File: config.mk
export PLATFORM = sky130hd
export DESIGN_NAME = agen_shadd
export DESIGN_NICKNAME = d
export VERILOG_FILES = /design/src/rtl/agen_pkg.sv /design/src/rtl/agen_operand.sv /design/src/rtl/agen_sum.sv /design/src/rtl/agen_legal.sv /design/src/rtl/agen_shadd.sv
export SDC_FILE = /design/constraint.sdc
export NUM_CORES = 1
export LEC_CHECK = 0
export BUFFER_PORTS_ARGS = -buffer_cell sky130_fd_sc_hd__buf_2
export CORE_MARGIN = 8
export CORE_UTILIZATION = 25
export DETAILED_ROUTE_END_ITERATION = 7
export MAX_ROUTING_LAYER = met4
export SYNTH_ARGS = -nofsm -noshare
export SYNTH_HDL_FRONTEND = slang
export SYNTH_SLANG_ARGS = --single-unit
File: constraint.sdc
create_clock -name clk -period 4 [get_ports clk]
set_input_delay 0.2 -clock clk [delete_from_list [all_inputs] [get_ports clk]]
set_output_delay 0.2 -clock clk [all_outputs]
set_load 0.05 [all_outputs]
File: src/rtl/agen_pkg.sv
package agen_pkg;
  typedef enum logic [2:0] {
    OP_SC2   = 3'd0,
    OP_SC4   = 3'd1,
    OP_SC8   = 3'd2,
    OP_WADD  = 3'd3,
    OP_WSC2  = 3'd4,
    OP_WSC4  = 3'd5,
    OP_WSC8  = 3'd6,
    OP_WSHL  = 3'd7
  } agen_op_e;

  localparam int unsigned IMM_W = 6;

  // operations that take only the low 32 bits of the index
  function automatic logic is_word_op(input agen_op_e op);
    return (op >= OP_WADD);
  endfunction
endpackage

File: src/rtl/agen_operand.sv
module agen_operand
  import agen_pkg::*;
#(
  parameter int unsigned XLEN = 64
) (
  input  agen_op_e              op,
  input  logic [XLEN-1:0]       opa,
  input  logic [IMM_W-1:0]      imm,
  output logic [XLEN-1:0]       idx_scaled,
  output logic                  use_base
);
  logic [XLEN-1:0]  idx_src;
  logic [IMM_W-1:0] shamt;

  // zero-extension of the low word only exists when the datapath is wider
  generate
    if (XLEN > 32) begin : g_wide
      always_comb begin
        if (is_word_op(op)) idx_src = {{(XLEN-32){1'b0}}, opa[31:0]};
        else                idx_src = opa;
      end
    end else begin : g_narrow
      always_comb idx_src = opa;
    end
  endgenerate

  always_comb begin
    unique case (op)
      OP_SC2, OP_WSC2: shamt = IMM_W'(1);
      OP_SC4, OP_WSC4: shamt = IMM_W'(2);
      OP_SC8, OP_WSC8: shamt = IMM_W'(3);
      OP_WADD:         shamt = '0;
      default:         shamt = imm;
    endcase
  end

  assign idx_scaled = idx_src << shamt;
  assign use_base   = (op != OP_WSHL);
endmodule

File: src/rtl/agen_sum.sv
module agen_sum #(
  parameter int unsigned XLEN = 64
) (
  input  logic [XLEN-1:0] base,
  input  logic [XLEN-1:0] idx,
  input  logic            use_base,
  output logic [XLEN-1:0] sum
);
  logic [XLEN-1:0] base_g;
  assign base_g = use_base ? base : '0;
  // wrap modulo 2^XLEN: the carry out is dropped
  assign sum = base_g + idx;
endmodule

File: src/rtl/agen_legal.sv
module agen_legal
  import agen_pkg::*;
#(
  parameter int unsigned XLEN = 64
) (
  input  agen_op_e op,
  output logic     unsup
);
  generate
    if (XLEN == 64) begin : g_all_ok
      assign unsup = 1'b0;
    end else begin : g_word_bad
      assign unsup = is_word_op(op);
    end
  endgenerate
endmodule

File: src/rtl/agen_shadd.sv
module agen_shadd
  import agen_pkg::*;
#(
  parameter int unsigned XLEN = 64
) (
  input  logic                clk,
  input  logic                rst,
  input  logic [2:0]          op_i,
  input  logic [XLEN-1:0]     opa_i,
  input  logic [XLEN-1:0]     opb_i,
  input  logic [IMM_W-1:0]    imm_i,
  output logic [XLEN-1:0]     res_o,
  output logic                unsup_o
);
  agen_op_e        op;
  logic [XLEN-1:0] idx_scaled;
  logic            use_base;
  logic [XLEN-1:0] sum;
  logic            unsup;

  assign op = agen_op_e'(op_i);

  agen_operand #(.XLEN(XLEN)) u_operand (
    .op         (op),
    .opa        (opa_i),
    .imm        (imm_i),
    .idx_scaled (idx_scaled),
    .use_base   (use_base)
  );

  agen_sum #(.XLEN(XLEN)) u_sum (
    .base     (opb_i),
    .idx      (idx_scaled),
    .use_base (use_base),
    .sum      (sum)
  );

  agen_legal #(.XLEN(XLEN)) u_legal (
    .op    (op),
    .unsup (unsup)
  );

  always_ff @(posedge clk) begin
    if (rst) begin
      res_o   <= '0;
      unsup_o <= 1'b0;
    end else begin
      res_o   <= unsup ? '0 : sum;
      unsup_o <= unsup;
    end
  end
endmodule

== Word level (Yosys, flattened, before mapping) ==
Index checks and enable logic that the tools add are counted.

* $add $sub $neg: 1
* Order comparisons: 1
* Equality and inequality tests: 7
* Shift operators: 1
* Mux-type cells: 3
* Reductions and logical operators: 4

{| class="wikitable"
|+ Operator list
! kind !! number
|-
| 64-bit 2-to-1 mux || 2
|-
| 64-bit adder || 1
|-
| 64-bit by 6-bit << shifter with 64-bit output || 1
|-
| 6-bit case mux with 4 select lines || 1
|-
| 3-bit == test (second input constant) || 3
|-
| 3-bit by 2-bit == test with 1-bit output (second input constant) || 2
|-
| 2-bit OR reduction || 3
|-
| 3-bit by 1-bit == test with 1-bit output (second input constant) || 1
|-
| 3-bit by 2-bit >= comparator with 1-bit output (second input constant) || 1
|-
| 3-bit logical NOT || 1
|-
| 3-bit != test (second input constant) || 1
|}

* Register bits after elaboration: 64
* Bits of input ports: 139
* Output and inout bits: 65
* Logic and storage cells: 18

== Logic depth before layout (Yosys ltp) ==
Gate-level depths: netlist (run 1).

* Word-level depth: 5
* Gate-level depth with buffers: 26
* Depth with buffers taken out: 21

== By module ==
A second synthesis (run 1) with hierarchy kept.

* Cell total of the unflattened synthesis: 1,444
* Area total of the unflattened synthesis: 10,999.3 um^2

{| class="wikitable"
|+ Modules (own cells, without submodules)
! module !! times used !! cells each !! area each (um^2) !! sequential area each (um^2)
|-
| agen_operand || 1 || 663 || 4,534.3 || 0.0
|-
| agen_sum || 1 || 635 || 4,274.1 || 0.0
|-
| agen_shadd || 1 || 144 || 2,179.6 || 1,301.2
|-
| agen_legal || 1 || 2 || 11.3 || 0.0
|}

== Worst setup path before layout (run 1) ==
No wires, ideal clock.

* Path kind: input to register
* Start point: input op_i[1]
* End point: register res_o[61]
* Setup time: 0.128 ns
* Arrival time: 4.288 ns
* Required time: 3.872 ns
* Slack: -0.416 ns
* Cell stages on the path: 23
* Buffers on the path: 4
* Path through: buf_4 nand3_1 nand2_2 buf_4 buf_2 mux2i_1 mux2i_1 mux2_2 a21oi_1 nand2_1 nand3_1 o21ai_0 ha_1 clkbuf_1 a21oi_1 o21ai_0 a2111oi_0 o2bb2ai_1 o31ai_1 a31oi_2 a211oi_1 xor2_1 nor2_1

* Longest elaborated chain between the ends: 5
* Elaborated cells on any way between the ends: 17
* Those cells by class: add/sub (1); order compare (1); eq/ne (7); shift (1); mux (3); reduce/logical (4)

{| class="wikitable"
|+ Ends and longest elaborated chain
! what !! line !! RTL
|-
| start, declared || agen_shadd.sv:8 || <nowiki>input logic [2:0] op_i,</nowiki>
|-
| 3-bit by 2-bit == test with 1-bit output, or another cell as far along || agen_operand.sv:28 || <nowiki>unique case (op)</nowiki>
|-
| 2-bit OR reduction || agen_operand.sv:28 ||
|-
| 6-bit case mux with 4 select lines || agen_operand.sv:28 ||
|-
| 64-bit by 6-bit << shifter with 64-bit output || agen_operand.sv:37 || <nowiki>assign idx_scaled = idx_src << shamt;</nowiki>
|-
| 64-bit adder * || agen_sum.sv:12 || <nowiki>assign sum = base_g + idx;</nowiki>
|-
| end signal, assigned || agen_shadd.sv:48 || <nowiki>res_o <= unsup ? '0 : sum;</nowiki>
|-
| end, declared || agen_shadd.sv:12 || <nowiki>output logic [XLEN-1:0] res_o,</nowiki>
|}

Mark *: on every way between the ends. The rest lies on a longest branch, timed or not.
A chain may end at the register's enable or synchronous reset.

== Worst setup path in the final report (run 1) ==
* Start point: input op_i[0]
* End point: register res_o[61]

The elaborated chain is that of the path after synthesis.

==> results.md, run 1 <==
* Rows at 69
* Portion of the clock cycle consumed by the worst path in the final layout at 106%
* Most used cells in the layout excluding fill and tap cells: 428 x sky130_fd_sc_hd__buf_4, 199 x sky130_fd_sc_hd__buf_2, 143 x sky130_fd_sc_hd__nor2_1, 137 x sky130_fd_sc_hd__nand2_1, 77 x sky130_fd_sc_hd__a21oi_1
* Clock buffers created by TritonCTS at 9
* Detailed placement HPWL at approximately 33 mm
* Register bank with the most flops: res_o
* CTS tree: built
* Via count of the first global-routing pass at roughly 12000
* Detailed-router iteration count before antenna repair at 5
* Distinct cell type count after synthesis at 80
* CTS clk-pin slew, worst paths at roughly 0.06 ns
* Core region area at around 0.035 mm^2
* Delay of the slowest cell on the worst path at 0.35 ns
* Minimum period implied by the final worst setup slack at roughly 4.2 ns
* Pin count of the biggest net entering global routing at 50
* Final Instance Count excl. Fillers at ~2300
* Starting utilization of the core area at between 20% and 30%
* Seq. cell area at roughly 0.0013 mm^2
* Leakage power at 7.44 nW
* Startpoint-to-endpoint class of the critical path: in -> reg
* Synth async-reset ratio at 0%
* Critical Path End: res_o[61]$_SDFF_PP0_
* Buffers and inverters on the worst path at 7
* Unrepaired setup endpoints after global routing: yes
* Placed instance area at between 0.01 and 0.015 mm^2
* Synth Net Count at ~1400
* Drt initial violations at between 800 and 900
* Initial antenna violation count at 2
* Die footprint at 0.0419 mm^2
* Total gr overflow at 0
* Input/output buffers at around 200
* Most frequently used flop master after synthesis: sky130_fd_sc_hd__dfxtp_1
* Critical Path Sink Type: flop
* CP required at around 4.2 ns
* DR WL/cell at roughly 18 um
* Global-route total usage across every layer at about a fifth
* Antenna violation net count after detailed routing at 0
* Flip-flop count of the largest register, all copies and words added at 64
* Number of nets in the finished design at just over 2000
* Stages on worst setup path at 26
* Power density normalized to cell area at approximately 360 mW/mm^2
* Drt total wl at 41.0 mm
* Post-layout utilization of the core at 43.9%
* Violated checks: negative setup slack
* Critical path's most frequent cell: sky130_fd_sc_hd__buf_4
* Layout cell share with drive strength beyond 1 at between 40% and 50%
* CP max-delay cell: sky130_fd_sc_hd__ha_1
* Horizontal die dimension at a little over 200 um
* Highest fanout seen on the critical path at 6
* Top Family by Delay on Critical Path: compound AO/OA/AOI/OAI gates
* Final cell area excluding filler cells at 0.0155 mm^2
* Area growth, synth to finish at 73.7%
* Critical path startpoint: op_i[0]
* Cell count after synthesis at around 1200
* Overall power after layout at 5.58 mW
* Leading cell type in the layout, fill and taps excluded: sky130_fd_sc_hd__buf_4
* Number of violations of the max-capacitance limit at 0
* Total I/O pin count at between 200 and 250
* Maximum root-to-sink buffer count at 2
* Crit path launch type: input pin
* Tightest Pin Transition at slightly above 0.7 ns
* Placer Congestion at roughly 1
* Sequential-to-total area share from yosys stat at approximately 14%
* Summed instance area of the synthesized netlist at 0.00891 mm^2
* Relative slew slack at a little over half
* Remaining design rule violation count at 0
* Max-slew violations at 0
* Number of endpoints failing setup at the final stage at 25
* Number of endpoints with negative hold slack in the final report at 0
* Yosys warns at 0
* Cell chosen for the clock root: sky130_fd_sc_hd__clkbuf_16
* Number of enable flip-flop cells after synthesis at 0
* Average footprint of a synthesized cell at 7.20 um^2
* Peak clock frequency supported by timing at around 0.24 GHz
* Total of flip-flops plus latches after synthesis at 64
* Clock tree sinks at 64
* Total via count after detailed routing at approximately 11000
* Wire length of the first global-routing pass at around 62 mm
* Maximum level of the CTS H-tree at 3
* Multi-input gate area at roughly 0.0086 mm^2
* Fill cell count at 3495
* Chip height at roughly 200 um
* Maximum vdd drop at a little under 0.3 mV
* Inst Count DP at approximately 2200
* Result of the run: finished, violations left
* Largest registers: res_o x64
* WP data arrival at ~4.5 ns
* Type of the worst min-delay path: in -> reg
* Worst Setup Slack, final at -0.239 ns
* Average vias per placed instance at 4.98
## worst min path at each step
stage          from                   end  slack, ns  depth (start not counted)
2_1_floorplan   rst  res_o[39]$_SDFF_PP0_       0.42                          2
5_1_grt         rst  res_o[61]$_SDFF_PP0_       0.31                          2
3_3_place_gp    rst  res_o[53]$_SDFF_PP0_       0.63                          2
6_report        rst  res_o[53]$_SDFF_PP0_       0.30                          2
3_5_place_dp    rst  res_o[52]$_SDFF_PP0_       0.64                          2
4_1_cts         rst  res_o[53]$_SDFF_PP0_       0.27                          2
## routing by layer
metal | GRT usage (%) | part of all wire [%]
met4 | 6.15 | 2.9
met2 | 31.7 | 47
met3 | 4.51 | 6.8
met5 | - | 0
met1 | 23.0 | 43
## synth_stat cells (11+ instances only)
library cell | number | share of area (%)
sky130_fd_sc_hd__a211oi_1 | 14 | 1.2
sky130_fd_sc_hd__a21o_1 | 42 | 3.5
sky130_fd_sc_hd__a21oi_1 | 99 | 5.6
sky130_fd_sc_hd__a31oi_1 | 20 | 1.4
sky130_fd_sc_hd__and2_1 | 23 | 1.6
sky130_fd_sc_hd__and3_1 | 12 | 0.84
sky130_fd_sc_hd__buf_2 | 11 | 0.62
sky130_fd_sc_hd__clkbuf_1 | 59 | 2.5
sky130_fd_sc_hd__dfxtp_1 | 64 | 14
sky130_fd_sc_hd__ha_1 | 63 | 8.8
sky130_fd_sc_hd__inv_1 | 20 | 0.84
sky130_fd_sc_hd__mux2i_1 | 92 | 10
sky130_fd_sc_hd__mux4_2 | 11 | 2.8
sky130_fd_sc_hd__nand2_1 | 149 | 6.3
sky130_fd_sc_hd__nand3_1 | 29 | 1.6
sky130_fd_sc_hd__nand4_1 | 16 | 1.1
sky130_fd_sc_hd__nor2_1 | 153 | 6.4
sky130_fd_sc_hd__nor2b_1 | 77 | 5.4
sky130_fd_sc_hd__o21a_1 | 11 | 0.93
sky130_fd_sc_hd__o21ai_0 | 64 | 3.6
sky130_fd_sc_hd__o21bai_1 | 15 | 1.3
sky130_fd_sc_hd__o22ai_1 | 14 | 0.98
sky130_fd_sc_hd__xnor2_1 | 30 | 2.9
sky130_fd_sc_hd__xor2_1 | 25 | 2.5
## logic make-up after synthesis
logic type               share of synthesized area [%]
AO/OA/AOI/OAI                                     26.0
XOR/XNOR                                          5.41
adder cells (fa/ha/maj)                           9.07
buffers and inverters                             4.87
flip-flops                                        14.4
multiplexers                                      14.9
other                                           0.0421
AND/OR/NAND/NOR                                   25.3
## metrics by stage
| step | worst slack, ns | hold WS, ns | TNS (ns) |
|---|---|---|---|
| 4_1_cts | -0.130 | 0.273 | -1.18 |
| 5_1_grt | -0.437 | 0.310 | -9.69 |
| 2_1_floorplan | -0.273 | 0.422 | -2.13 |
| 3_5_place_dp | -0.797 | 0.644 | -22.93 |
| 6_report | -0.239 | 0.297 | -3.55 |
| 3_3_place_gp | -0.817 | 0.634 | -22.22 |
## layout make-up
class / count / area share [%]
Antenna cell: 2 / 0.0323
Clock inverter: 6 / 0.695
Sequential cell: 64 / 8.27
Inverter: 20 / 0.485
Clock buffer: 10 / 1.48
Timing Repair Buffer: 658 / 30.0
Tap cell: 461 / 3.73
Multi-Input combinational cell: 1070 / 55.3
## power breakdown
part           internal [mW]  leakage, nW  switching (mW)
registers              0.782        0.533          0.0386
logic                   1.74         6.75            2.12
clock network          0.606        0.162           0.295
total                   3.13         7.44            2.45
## what timing repair did
item,4_1_cts,5_1_grt
buffers inserted,54,22
pin swaps,83,71
gates resized for setup,172,122
cloned,1,0
hold buffers,0,0
endpoints found under the setup margin,34,42
Power figures use the tool's default switching activity.
==> run 2, diff against run 1 <==
CORE_ASPECT_RATIO = 1.1   (was unset)
PLACE_DENSITY = 0.46   (was unset)
==> run 2 against run 1 <==
Compared with the run above: the run still ends with negative setup slack left; first-iteration DRC count down 25%; non-clock buffer count fell by 19; clock power shrank 11%; sequential share of layout area up 0.33 points; sequential power shrank 0.9%; worst hold slack gained 0.090 ns; utilization fell by 1.5 points; total power fell by 4.7%; critical endpoint is now res_o[63]$_SDFF_PP0_; largest power group unchanged.
==> results.md, run 2 (synthesis gave the netlist of run 1 again) <==
* Result of the run: finished, violations left
* Violated checks: negative setup slack
* Seq. cell area at 0.00128 mm^2 (unchanged)
* Worst Setup Slack, final at -0.184 ns (+0.0549 ns)
* Portion of the clock cycle consumed by the worst path in the final layout at 105% (-1.4 points)
* Multi-input gate area at 0.00826 mm^2 (-3.5%)
* Clock buffers created by TritonCTS at 9 (unchanged)
* Layout cell share with drive strength beyond 1 at 47.3% (-2.6 points)
* WHS Path Cells at 2 (unchanged)
* Maximum root-to-sink buffer count at 2 (unchanged)
* Setup TNS at -2.01 ns (+1.54 ns)
* Highest fanout seen on the critical path at 22 (+16)
* CTS clk-pin slew, worst paths at 0.05 ns (about the same)
* CTS tree: built
* Register bank with the most flops: res_o
* Leakage power at 7.28 nW (-2.2%)
* Max-slew violations at 0 (unchanged)
* Wire length of the first global-routing pass at 62.3 mm (+0.36%)
* Leading cell type in the layout, fill and taps excluded: sky130_fd_sc_hd__buf_4
* CP required at 4.29 ns (+0.06 ns)
* Global-route total usage across every layer at 19.1% (-0.19 points)
* Type of the worst min-delay path: in -> reg
* Unrepaired setup endpoints after global routing: yes
* Number of violations of the max-capacitance limit at 0 (unchanged)
* Drt total wl at 40.2 mm (-2.0%)
* Setup slack after placement at -0.819 ns (-0.0223 ns)
* Number of endpoints with negative hold slack in the final report at 0 (unchanged)
* Remaining design rule violation count at 0 (unchanged)
* Power density normalized to cell area at 358 mW/mm^2 (-0.84%)
* Total gr overflow at 0 (unchanged)
* Final Instance Count excl. Fillers at 2255 (-1.6%)
* Average vias per placed instance at 4.91 (-1.4%)
* Input/output buffers at 201 (unchanged)
* Horizontal die dimension at 196 um (-4.3%)
* Cell chosen for the clock root: sky130_fd_sc_hd__clkbuf_16
* Chip height at 214 um (+4.5%)
* CP max-delay cell: sky130_fd_sc_hd__nor4_4
* Maximum vdd drop at 0.195 mV (-34%)
* Initial antenna violation count at 1 (-1)
* Inst Count DP at 2192 (-0.45%)
* Area growth, synth to finish at 67.0%
* Tightest Pin Transition at 0.695 ns (-0.0154 ns)
* Critical Path Sink Type: flop
* Total I/O pin count at 204 (unchanged)
* Antenna violation net count after detailed routing at 0 (unchanged)
* Die footprint at 0.0420 mm^2 (about the same)
* Critical path's most frequent cell: sky130_fd_sc_hd__buf_4
* Buffers and inverters on the worst path at 7 (unchanged)
* Relative slew slack at 53.7% (+1.4 points)
* Minimum period implied by the final worst setup slack at 4.18 ns (-0.0549 ns)
* Detailed placement HPWL at 33.4 mm (+0.69%)
* Clock tree sinks at 64 (unchanged)
* Post-layout utilization of the core at 42.4% (-1.5 points)
* Critical path startpoint: op_i[1]
* Via count of the first global-routing pass at 11500 (-1.3%)
* Crit path launch type: input pin
* Detailed-router iteration count before antenna repair at 5 (unchanged)
* Final hold slack at 0.386 ns (+0.0895 ns)
* Pin count of the biggest net entering global routing at 37 (-26%)
* Worst hold start: rst
* Core region area at 0.0351 mm^2 (-0.50%)
* Rows at 72 (+4.3%)
* Startpoint-to-endpoint class of the critical path: in -> reg
* WP data arrival at 4.47 ns (about the same)
* Total via count after detailed routing at 11100 (-2.9%)
* Delay of the slowest cell on the worst path at 0.34 ns (about the same)
* Most used cells in the layout excluding fill and tap cells: 419 x sky130_fd_sc_hd__buf_4, 199 x sky130_fd_sc_hd__buf_2, 144 x sky130_fd_sc_hd__nor2_1, 141 x sky130_fd_sc_hd__nand2_1, 76 x sky130_fd_sc_hd__nor2b_1
* Maximum level of the CTS H-tree at 3 (unchanged)
* Peak clock frequency supported by timing at 0.239 GHz (+1.3%)
* Drt initial violations at 633 (-25%)
* Number of endpoints failing setup at the final stage at 17 (-32%)
* Fill cell count at 3636 (+4.0%)
* Number of nets in the finished design at 2008 (-0.89%)
* Top Family by Delay on Critical Path: simple AND/OR/NAND/NOR gates
* DR WL/cell at 17.8 um (-0.41%)
* Largest registers: res_o x64
* Flip-flop count of the largest register, all copies and words added at 64 (unchanged)
* Hold EP: res_o[40]$_SDFF_PP0_
* Placer Congestion at 0.922 (-5.8%)
* Starting utilization of the core area at 25.4% (+0.13 points)
-- run 2: cell type report --
| type | instances | area share [%] |
|---|---|---|
| well taps | 444 | 3.73 |
| clock buffers | 14 | 1.77 |
| multi-input cells | 1071 | 55.5 |
| diodes | 1 | 0.0168 |
| repair buffers | 639 | 29.6 |
| inverters | 20 | 0.504 |
| clock inverters | 2 | 0.252 |
| flip-flops and latches | 64 | 8.61 |
-- run 2: timing repair --
item	CTS	global route
setup buffers	26	24
endpoints found under the hold margin	0	0
gates resized for setup	127	114
hold buffers	0	0
cloned	2	0
setup endpoints to repair	34	40
pin swaps	25	64
-- run 2: worst max path at each step --
stage,endpoint,slack [ns],depth (start not counted)
after floorplan,res_o[58]$_SDFF_PP0_,-0.27,24
after global placement,res_o[58]$_SDFF_PP0_,-0.81,24
after detailed placement,res_o[61]$_SDFF_PP0_,-0.82,23
after CTS,res_o[61]$_SDFF_PP0_,-0.20,25
after global routing,res_o[63]$_SDFF_PP0_,-0.40,25
final,res_o[63]$_SDFF_PP0_,-0.18,25
-- run 2: metal layers --
layer  track usage [%]  part of all wire (%)  up-vias
li1                  -                     -     5570
met1              22.6                    43     5207
met2              33.3                    50      250
met3              2.70                   4.5       50
met4              5.08                   2.2        0
met5                 -                     0        -
-- run 2: metrics by stage --
step	total power, mW	instance area [um^2]
after floorplan	2.72	9010
after global placement	4.09	13200
after detailed placement	4.09	13200
after CTS	5.13	14200
after global routing	5.66	14900
final	5.32	14900
-- run 2: power breakdown --
part,internal (mW),switching [mW]
logic,1.64,2.07
clock network,0.516,0.288
registers,0.782,0.0321
==> run 3, diff against run 2 <==
CORE_UTILIZATION = 40   (was 25)
PLACE_DENSITY = 0.63   (was 0.46)
clock period = 5.05 ns   (was 4 ns; I/O delays follow)
==> run 3 against run 2 <==
Compared with the run above: the flow now finishes without violations; critical path depth stayed put; utilization increased by 7.3 points; first-iteration DRC count decreased by 7.0%; combinational power is 44% lower; sequential power is 21% lower; global-route usage increased by 3.7 points; flip-flop and latch count is the same; largest power group unchanged; highest routed layer unchanged.
==> results.md, run 3 (synthesis gave the netlist of run 1 again) <==
* Buffers and inverters on the worst path at 4 (-3)
* Relative slew slack at 57.0% (+3.3 points)
* Number of violations of the max-capacitance limit at 0 (unchanged)
* Delay of the slowest cell on the worst path at 0.39 ns (+0.05 ns)
* Hold EP: res_o[45]$_SDFF_PP0_
* Global-route total usage across every layer at 22.8% (+3.7 points)
* Detailed-router iteration count before antenna repair at 5 (unchanged)
* Area growth, synth to finish at 22.3%
* Initial antenna violation count at 2 (+1)
* Total I/O pin count at 204 (unchanged)
* Type of the worst min-delay path: in -> reg
* Wire length of the first global-routing pass at 48.7 mm (-22%)
* Drt total wl at 30.9 mm (-23%)
* Final hold slack at 0.336 ns (-0.0498 ns)
* Clock tree sinks at 64 (unchanged)
* Fill cell count at 2259 (-38%)
* Final cell area excluding filler cells at 0.0109 mm^2 (-27%)
* Die footprint at 0.0273 mm^2 (-35%)
* Clock buffers created by TritonCTS at 9 (unchanged)
* Unrepaired setup endpoints after global routing: no
* Detailed placement HPWL at 25.7 mm (-23%)
* Antenna violation net count after detailed routing at 0 (unchanged)
* Maximum level of the CTS H-tree at 3 (unchanged)
* Remaining design rule violation count at 0 (unchanged)
* Top Family by Delay on Critical Path: compound AO/OA/AOI/OAI gates
* Result of the run: finished, final reports clean
* Startpoint-to-endpoint class of the critical path: in -> reg
* Layout cell share with drive strength beyond 1 at 24.0% (-23 points)
* CP max-delay cell: sky130_fd_sc_hd__o31ai_1
* Core region area at 0.0220 mm^2 (-37%)
* DR WL/cell at 17.6 um (-1.1%)
* Highest fanout seen on the critical path at 6 (-73%)
* Max-slew violations at 0 (unchanged)
* Largest registers: res_o x64
* Flip-flop count of the largest register, all copies and words added at 64 (unchanged)
* Chip height at 173 um (-19%)
* Number of endpoints failing setup at the final stage at 0 (-17)
* Worst hold start: rst
* Peak clock frequency supported by timing at 0.216 GHz
* Setup TNS at 0 ns (+2.01 ns)
* CTS clk-pin slew, worst paths at 0.06 ns (about the same)
* Tightest Pin Transition at 0.639 ns (-0.0556 ns)
* Starting utilization of the core area at 40.6% (+15 points)
* Crit path launch type: input pin
* Leakage power at 5.46 nW (-25%)
* CTS tree: built
* Overall power after layout at 3.33 mW (-37%)
* Via count of the first global-routing pass at 9581 (-16%)
* Pin count of the biggest net entering global routing at 46 (+24%)
* CTS Hold Bufs at 0 (unchanged)
* Maximum root-to-sink buffer count at 2 (unchanged)
* Number of nets in the finished design at 1651 (-18%)
* Power density normalized to cell area at 306 mW/mm^2 (-15%)
* Average vias per placed instance at 5.48 (+12%)
* Critical Path Sink Type: flop
* Number of endpoints with negative hold slack in the final report at 0 (unchanged)
* Cell chosen for the clock root: sky130_fd_sc_hd__clkbuf_16
* WHS Path Cells at 2 (unchanged)
* Rows at 57 (-21%)
* Input/output buffers at 201 (unchanged)
* Placer Congestion at 0.953 (+3.4%)
* Total via count after detailed routing at 9587 (-13%)
* CP required at 5.27 ns (+0.98 ns)
* Horizontal die dimension at 158 um (-19%)
* Minimum period implied by the final worst setup slack at around 4.6 ns
* Drt initial violations at 589 (-7.0%)
* Placed instance area at 0.0106 mm^2 (-20%)
* Portion of the clock cycle consumed by the worst path in the final layout at between 90% and 100%
* Register bank with the most flops: res_o
* WP data arrival at 4.85 ns (+0.38 ns)
* Maximum vdd drop at 0.174 mV (-11%)
* Most used cells in the layout excluding fill and tap cells: 201 x sky130_fd_sc_hd__buf_2, 153 x sky130_fd_sc_hd__nor2_1, 149 x sky130_fd_sc_hd__nand2_1, 99 x sky130_fd_sc_hd__a21oi_1, 92 x sky130_fd_sc_hd__mux2i_1
* Leading cell type in the layout, fill and taps excluded: sky130_fd_sc_hd__buf_2
* Total gr overflow at 0 (unchanged)
## run 3: worst max path at each step
stage / end / depth (start not counted) / slack (ns) / start
final: res_o[59]$_SDFF_PP0_ / 25 / 0.42 / op_i[1]
after global routing: res_o[59]$_SDFF_PP0_ / 25 / 0.05 / op_i[1]
after CTS: res_o[63]$_SDFF_PP0_ / 24 / 0.44 / op_i[1]
after detailed placement: res_o[63]$_SDFF_PP0_ / 24 / 0.13 / op_i[1]
after global placement: res_o[63]$_SDFF_PP0_ / 24 / 0.17 / op_i[1]
after floorplan: res_o[61]$_SDFF_PP0_ / 23 / 0.58 / op_i[1]
## run 3: timing repair
item                       CTS  global route
setup endpoints to repair    0             6
setup buffers                0             1
gates resized for setup      0             1
## run 3: cell type report
class / instances / area [um^2] / share of cell area [%]
diodes: 2 / 5.00 / 0.0459
clock buffers: 9 / 225 / 2.07
clock inverters: 7 / 71.3 / 0.654
inverters: 20 / 75.1 / 0.689
multi-input cells: 1070 / 7200 / 66.1
flip-flops and latches: 64 / 1280 / 11.8
well taps: 295 / 369 / 3.39
repair buffers: 283 / 1670 / 15.3
## run 3: layer usage
layer	share of wire [%]	up-vias	global-route usage [%]	wire [um]
li1	-	4860	-	-
met1	43	4364	27.3	13200
met2	48	310	38.0	14900
met3	5.7	53	2.84	1770
met4	3.4	0	8.77	1040
met5	0	-	-	0
## run 3: power breakdown
group | switching (mW) | total, mW | internal, mW | leakage [nW]
Sequential | 0.0227 | 0.641 | 0.618 | 0.533
Clock | 0.244 | 0.627 | 0.382 | 0.150
Combinational | 1.33 | 2.07 | 0.733 | 4.78
Total | 1.60 | 3.33 | 1.73 | 5.46
## run 3: stage by stage
stage                     utilization [%]  worst slack (ns)  instances
after floorplan                         -             0.582       1237
after global placement               48.2             0.165       1731
after detailed placement             48.2             0.129       1731
after CTS                            49.6             0.437       1747
after global routing                 49.6            0.0522       1750
final                                49.6             0.417       1750
